<file path="config.mk">
export PLATFORM = sky130hd
export DESIGN_NAME = spi_rdy_master
export DESIGN_NICKNAME = d
export VERILOG_FILES = /design/src/rtl/spi_rdy_pkg.sv /design/src/rtl/spi_half_tick.sv /design/src/rtl/spi_shift_unit.sv /design/src/rtl/spi_rdy_master.sv
export SDC_FILE = /design/constraint.sdc
export NUM_CORES = 1
export LEC_CHECK = 0
export BUFFER_PORTS_ARGS = -buffer_cell sky130_fd_sc_hd__buf_2
export CAP_MARGIN = 0
export CORE_UTILIZATION = 47
export DETAILED_ROUTE_END_ITERATION = 12
export PLACE_DENSITY = 0.65
export SETUP_SLACK_MARGIN = 0.02
export SYNTH_ARGS = -nofsm -noshare
export SYNTH_HDL_FRONTEND = slang
export SYNTH_SLANG_ARGS = --single-unit
</file>
<file path="constraint.sdc">
create_clock -name clk_i -period 3.5 [get_ports clk_i]
set_clock_uncertainty 0.2 [all_clocks]
set_input_delay 0.175 -clock clk_i [delete_from_list [all_inputs] [get_ports clk_i]]
set_output_delay 0.175 -clock clk_i [all_outputs]
set_load 0.01 [all_outputs]
</file>
<file path="src/rtl/spi_rdy_pkg.sv">
package spi_rdy_pkg;
  typedef enum logic [2:0] {
    ST_IDLE  = 3'd0,
    ST_SETUP = 3'd1,
    ST_WAIT  = 3'd2,
    ST_XFER  = 3'd3,
    ST_END   = 3'd4
  } spi_st_e;
endpackage

</file>
<file path="src/rtl/spi_half_tick.sv">
module spi_half_tick #(
  parameter int DIV_W = 8
) (
  input  logic             clk_i,
  input  logic             rst_ni,
  input  logic             en_i,
  input  logic [DIV_W-1:0] half_i,
  output logic             tick_o
);
  logic [DIV_W-1:0] cnt_q;
  logic [DIV_W-1:0] lim;

  assign lim    = (half_i == '0) ? DIV_W'(1) : half_i;
  assign tick_o = en_i && (cnt_q == lim - DIV_W'(1));

  always_ff @(posedge clk_i or negedge rst_ni) begin
    if (!rst_ni)     cnt_q <= '0;
    else if (!en_i)  cnt_q <= '0;
    else if (tick_o) cnt_q <= '0;
    else             cnt_q <= cnt_q + DIV_W'(1);
  end

  // with a half period above one cycle, ticks never come back to back
  a_r7_tick_spacing: assert property (@(posedge clk_i) disable iff (!rst_ni)
    (tick_o && half_i > DIV_W'(1) && $stable(half_i)) |=> !tick_o);
endmodule

</file>
<file path="src/rtl/spi_shift_unit.sv">
module spi_shift_unit #(
  parameter int WORD_W = 8
) (
  input  logic              clk_i,
  input  logic              rst_ni,
  input  logic              load_i,
  input  logic [WORD_W-1:0] load_word_i,
  input  logic              shift_i,
  input  logic              sample_i,
  input  logic              miso_i,
  output logic              mosi_o,
  output logic [WORD_W-1:0] capture_o
);
  logic [WORD_W-1:0] tx_q;
  logic [WORD_W-1:0] rx_q;

  always_ff @(posedge clk_i or negedge rst_ni) begin
    if (!rst_ni)      tx_q <= '0;
    else if (load_i)  tx_q <= load_word_i;
    else if (shift_i) tx_q <= {tx_q[WORD_W-2:0], 1'b0};
  end

  always_ff @(posedge clk_i or negedge rst_ni) begin
    if (!rst_ni)       rx_q <= '0;
    else if (sample_i) rx_q <= {rx_q[WORD_W-2:0], miso_i};
  end

  assign mosi_o    = tx_q[WORD_W-1];
  assign capture_o = {rx_q[WORD_W-2:0], miso_i};

  // each shift brings the next lower bit onto the data line
  a_r2_msb_order: assert property (@(posedge clk_i) disable iff (!rst_ni)
    (shift_i && !load_i) |=> mosi_o == $past(tx_q[WORD_W-2]));
endmodule

</file>
<file path="src/rtl/spi_rdy_master.sv">
module spi_rdy_master
  import spi_rdy_pkg::*;
#(
  parameter int WORD_W  = 8,
  parameter int DIV_W   = 8,
  parameter int SETUP_W = 8
) (
  input  logic               clk_i,
  input  logic               rst_ni,
  input  logic               cpol_i,
  input  logic               cpha_i,
  input  logic [DIV_W-1:0]   half_div_i,
  input  logic [SETUP_W-1:0] setup_cyc_i,
  input  logic               start_i,
  input  logic               cont_i,
  input  logic [WORD_W-1:0]  tx_word_i,
  output logic [WORD_W-1:0]  rx_word_o,
  output logic               done_o,
  output logic               busy_o,
  output logic               sclk_o,
  output logic               cs_no,
  output logic               mosi_o,
  input  logic               miso_i,
  input  logic               rdy_ni
);
  localparam int EDGES = 2 * WORD_W;
  localparam int EC_W  = $clog2(EDGES);

  spi_st_e           st_q;
  logic [SETUP_W-1:0] setup_q;
  logic [EC_W-1:0]   edge_q;
  logic              ph_q;
  logic              last_samp_q;
  logic              done_q;
  logic [WORD_W-1:0] rx_q;

  logic              tick;
  logic              lead;
  logic              final_edge;
  logic              samp_edge;
  logic              shift_edge;
  logic              last_samp;
  logic [EC_W-1:0]   last_samp_idx;
  logic              load;
  logic [WORD_W-1:0] capture;

  spi_half_tick #(.DIV_W(DIV_W)) u_tick (
    .clk_i  (clk_i),
    .rst_ni (rst_ni),
    .en_i   (st_q == ST_XFER),
    .half_i (half_div_i),
    .tick_o (tick)
  );

  assign lead          = ~edge_q[0];
  assign final_edge    = (edge_q == EC_W'(EDGES - 1));
  assign last_samp_idx = cpha_i ? EC_W'(EDGES - 1) : EC_W'(EDGES - 2);
  assign samp_edge     = tick && (cpha_i ? ~lead : lead);
  // cpha=1 skips the first leading edge: the MSB is already on the line
  assign shift_edge    = tick && (cpha_i ? (lead && edge_q != '0) : (~lead && ~final_edge));
  assign last_samp     = samp_edge && (edge_q == last_samp_idx);
  assign load          = ((st_q == ST_IDLE) && start_i) || ((st_q == ST_END) && cont_i);

  spi_shift_unit #(.WORD_W(WORD_W)) u_shift (
    .clk_i       (clk_i),
    .rst_ni      (rst_ni),
    .load_i      (load),
    .load_word_i (tx_word_i),
    .shift_i     (shift_edge),
    .sample_i    (samp_edge),
    .miso_i      (miso_i),
    .mosi_o      (mosi_o),
    .capture_o   (capture)
  );

  always_ff @(posedge clk_i or negedge rst_ni) begin
    if (!rst_ni) begin
      st_q    <= ST_IDLE;
      setup_q <= '0;
      edge_q  <= '0;
      ph_q    <= 1'b0;
    end else begin
      unique case (st_q)
        ST_IDLE: if (start_i) begin
          setup_q <= setup_cyc_i - SETUP_W'(1);
          st_q    <= (setup_cyc_i == '0) ? ST_WAIT : ST_SETUP;
        end
        ST_SETUP: begin
          if (setup_q == '0) st_q <= ST_WAIT;
          else               setup_q <= setup_q - SETUP_W'(1);
        end
        ST_WAIT: if (!rdy_ni) begin
          edge_q <= '0;
          st_q   <= ST_XFER;
        end
        ST_XFER: if (tick) begin
          ph_q   <= ~ph_q;
          edge_q <= edge_q + EC_W'(1);
          if (final_edge) st_q <= ST_END;
        end
        ST_END:  st_q <= cont_i ? ST_WAIT : ST_IDLE;
        default: st_q <= ST_IDLE;
      endcase
    end
  end

  always_ff @(posedge clk_i or negedge rst_ni) begin
    if (!rst_ni) begin
      last_samp_q <= 1'b0;
      done_q      <= 1'b0;
      rx_q        <= '0;
    end else begin
      last_samp_q <= last_samp;
      done_q      <= last_samp_q;
      if (last_samp) rx_q <= capture;
    end
  end

  assign sclk_o    = ph_q ^ cpol_i;
  assign cs_no     = (st_q == ST_IDLE);
  assign busy_o    = (st_q != ST_IDLE);
  assign done_o    = done_q;
  assign rx_word_o = rx_q;

  // the clock phase is back at idle whenever the slave is deselected
  a_r4_idle_phase: assert property (@(posedge clk_i) disable iff (!rst_ni)
    (st_q == ST_IDLE) |-> !ph_q);

  // no clock edge while waiting for the slave
  a_r6_hold_clock: assert property (@(posedge clk_i) disable iff (!rst_ni)
    (st_q == ST_WAIT && $stable(cpol_i)) |=> $stable(sclk_o));

  // done is a single-cycle pulse
  a_r8_done_pulse: assert property (@(posedge clk_i) disable iff (!rst_ni)
    done_o |=> !done_o);

  // chip select cannot rise in the middle of a word
  a_r9_cs_held: assert property (@(posedge clk_i) disable iff (!rst_ni)
    (st_q inside {ST_SETUP, ST_WAIT, ST_XFER}) |=> !cs_no);

  // data output holds across sampling edges
  a_r3_stable_at_sample: assert property (@(posedge clk_i) disable iff (!rst_ni)
    samp_edge |=> $stable(mosi_o));
endmodule

</file>
==> results.toml <==
[synth]
seq_area_frac_synth = 0.421
yosys.area.top_type = "dfrtp_1"
yosysUniqueCellTypes = 53
netlist_instances = 302
syn_area_um2 = 2910
synth_async_sr_flop_share = 1.00
synth_top_area_frac = 0.421
synth.avg_cell_area_um2 = 9.64
synth_fp_nets = 339
ys_ff_latch = 49
synth_top_cells_by_area = "dfrtp_1 42%, mux2_4 4.1%, nor2_1 3.6%"
yosys_warnings = 0
synthFlopType = "dfrtp_1"
synth_edf_count = 0

[clock_network]
cts_tree = "done"
cts-htree-levels = 2
cts_buffer_depth = 2
path_clk_slew_ns = 0.10
clk_latency_ns = 0.31
cts_setup_buffers = 0
clockRootBuffer = "clkbuf_8"
numCtsBuffers = 5
cts.sinks = 49

[detailed_routing]
wl_per_cell_um = 13.9
viasPerCell = 5.65
via_count = 2447
met2_length_mm = 2.81
top_layer = "met4"
drtPass1Iterations = 4
wl_met3_um = 235
final_antenna_net_count = 0
drt-met1-wl_mm = 2.92
first_iter_violations = 102
drcViolationCount = 0
drt_wl_total_mm = 6.03

[critical_path]
worstPathCellList = "buf_2, nor4_4, a21oi_1, ha_1, xnor2_1, a2111oi_2, o2111a_1, nand3_4, mux2_4"
crit_arrival_ns = 2.81
cp_slowest_stage_delay_ns = 0.53
crit_path_end_kind = "flip-flop"
crit_path_start_kind = "input pin"
worst-path-max-fanout = 10
critPathKind = "input pin to flip-flop"
rrSetupSlack_ns = 0.76
slowest_stage = "o2111a_1"
cp.required_ns = 3.49

[global_routing]
grt_max_degree = 50
grt_util_all_layers = 0.195
grt_overflow_total = 0
grt_pass1_wl_mm = 9.91
grt_pass1_vias = 2271
antenna_found_initial = 0

[floorplan]
initial_utilization = 0.489
dieArea_um2 = 6510
die_w_um = 80.7
num_io_pins = 45
core_region_area_um2 = 5960
row_count = 28
die_y_um = 80.7

[timing]
setup_violations = 0
max_freq_mhz = 354
period_minus_slack_ns = 2.82
worst_pin_slew_ns = 0.708
setup_ws_ns = 0.678
rsz0062_at_grt = "false"
slew_headroom = 0.524
fin_crit_sh = 0.806
final_max_slew_viol_count = 0
hold_violations = 0
fin_setup_tns_ns = 0

[cells_and_area]
drive_above_1_share = 0.223
fin_nets = 394
areaGrowthSynthToFinish_pct = 18.8
fillerInstances = 542
final_util = 0.581
antennaDiodeCount = 0

[run]
maxCapViolCount = 0

[place]
gp_congestion = 0.858
dp_hpwl_mm = 4.37
portBuffers = 44
preCtsSetupSlack_ns = 0.339

[status]
run_status = "finished clean"

[power_and_ir_drop]
leakage_uw = 0.00157
power.density_nw_per_um2 = 481
max-vdd-ir-drop_mv = 0.255

[min_path]
hp-class = "input pin to flip-flop"
## final timing paths
| check | start | endpoint | cells past startpoint |
|---|---|---|---|
| max | half_div_i[3] | rx_word_o[4] | 9 |
| min | setup_cyc_i[6] | setup_q[6] | 3 |
| max reg2reg | st_q[2] | setup_q[6] | 7 |
| min reg2reg | last_samp_q | done_o | 0 |
| max in group asynchronous | rst_ni | u_shift.rx_q[2] | 3 |
| min in group asynchronous | rst_ni | u_shift.tx_q[4] | 3 |
## cells in the final DEF (no fill, tap or decap), types with 3 or more instances in the layout
| cell type | count |
|---|---|
| dfrtp_1 | 49 |
| buf_2 | 44 |
| nor2_1 | 28 |
| nand2_1 | 23 |
| nor3_1 | 17 |
| a21oi_1 | 17 |
| o21ai_0 | 15 |
| dlygate4sd3_1 | 11 |
| mux2i_1 | 10 |
| xnor2_1 | 10 |
| nand3_1 | 8 |
| mux2_4 | 8 |
| inv_1 | 7 |
| xor2_1 | 7 |
| a31oi_1 | 6 |
| a41oi_1 | 6 |
| and3_1 | 5 |
| mux2_2 | 5 |
| ha_1 | 5 |
| clkbuf_8 | 5 |
| buf_4 | 5 |
| nor2b_1 | 4 |
| nand4_1 | 4 |
| a21o_1 | 4 |
| a211oi_1 | 4 |
| or3_1 | 3 |
| and2_1 | 3 |
| nor3b_1 | 3 |
| o211ai_1 | 3 |
| mux2_1 | 3 |
## metal layers
layer / global-route usage / vias up
met1: 0.250 / 1167
met5: 0 / -
li1: - / 1223
met3: 0.0375 / 6
met4: 0.0482 / 0
met2: 0.336 / 51
## through the flow
step / power [µW] / cells / hold slack, ns / instance area [µm²]
floorplan: 1040 / 302 / -0.321 / 2910
global placement: 1160 / 414 / 0.121 / 3210
CTS: 1670 / 433 / 0.00872 / 3460
global route: 1770 / 433 / 0.0259 / 3460
detailed placement: 1180 / 414 / 0.114 / 3210
finish: 1660 / 433 / 0.00995 / 3460
## layout make-up
class                   instances  area (µm²)  share of cell area
well taps                      75        93.8              0.0271
multi-input cells             234        1610               0.465
inverters                       7        26.3             0.00760
clock buffers                   5        68.8              0.0199
repair buffers                 60         368               0.106
flip-flops and latches         49        1230               0.355
clock inverters                 3        68.8              0.0199
## cell usage after synthesis, types with 8 or more instances
cell type and count:
clkbuf_1 10, nand3_1 8, nor3_1 17, o21ai_0 15
nor2_1 28, mux2i_1 10, mux2_4 8, xnor2_1 10
nand2_1 23, a21oi_1 17, dfrtp_1 49
## kinds of logic after synthesis
| family | share of synthesized area |
|---|---|
| AND/OR/NAND/NOR | 0.193 |
| AO/OA/AOI/OAI | 0.179 |
| flip-flops | 0.421 |
| multiplexers | 0.107 |
| buffers and inverters | 0.0271 |
| XOR/XNOR | 0.0511 |
| adder cells (fa/ha/maj) | 0.0215 |
## repair_timing
| item | 4_1_cts | 5_1_grt |
|---|---|---|
| hold buffers | 11 | 0 |
| endpoints found under the hold margin | 60 | 0 |
| gates resized for setup | 0 | 0 |
## flip-flops by register name, summed over array words and instances (netlist names), 3 cells and up
signal and flops:
edge_q 4, rx_word_o 8, setup_q 8, st_q 3
u_shift.rx_q 7, u_shift.tx_q 8, u_tick.cnt_q 8
## critical path, delay by kind of cell
| kind | cells | cell delay [ns] |
|---|---|---|
| and+or+nand+nor | 2 | 0.60 |
| buffers and inverters | 1 | 0.14 |
| AOI/OAI and AO/OA | 3 | 1.07 |
| adders and majority gates | 1 | 0.32 |
| muxes | 1 | 0.36 |
| xor gates and xnor gates | 1 | 0.14 |
## report_power, final
group	leakage, µW	internal, µW	switching, µW
sequential	0.000635	674	101
combinational	0.000871	176	225
clock	0.0000687	288	200
Power figures use the tool's default switching activity.
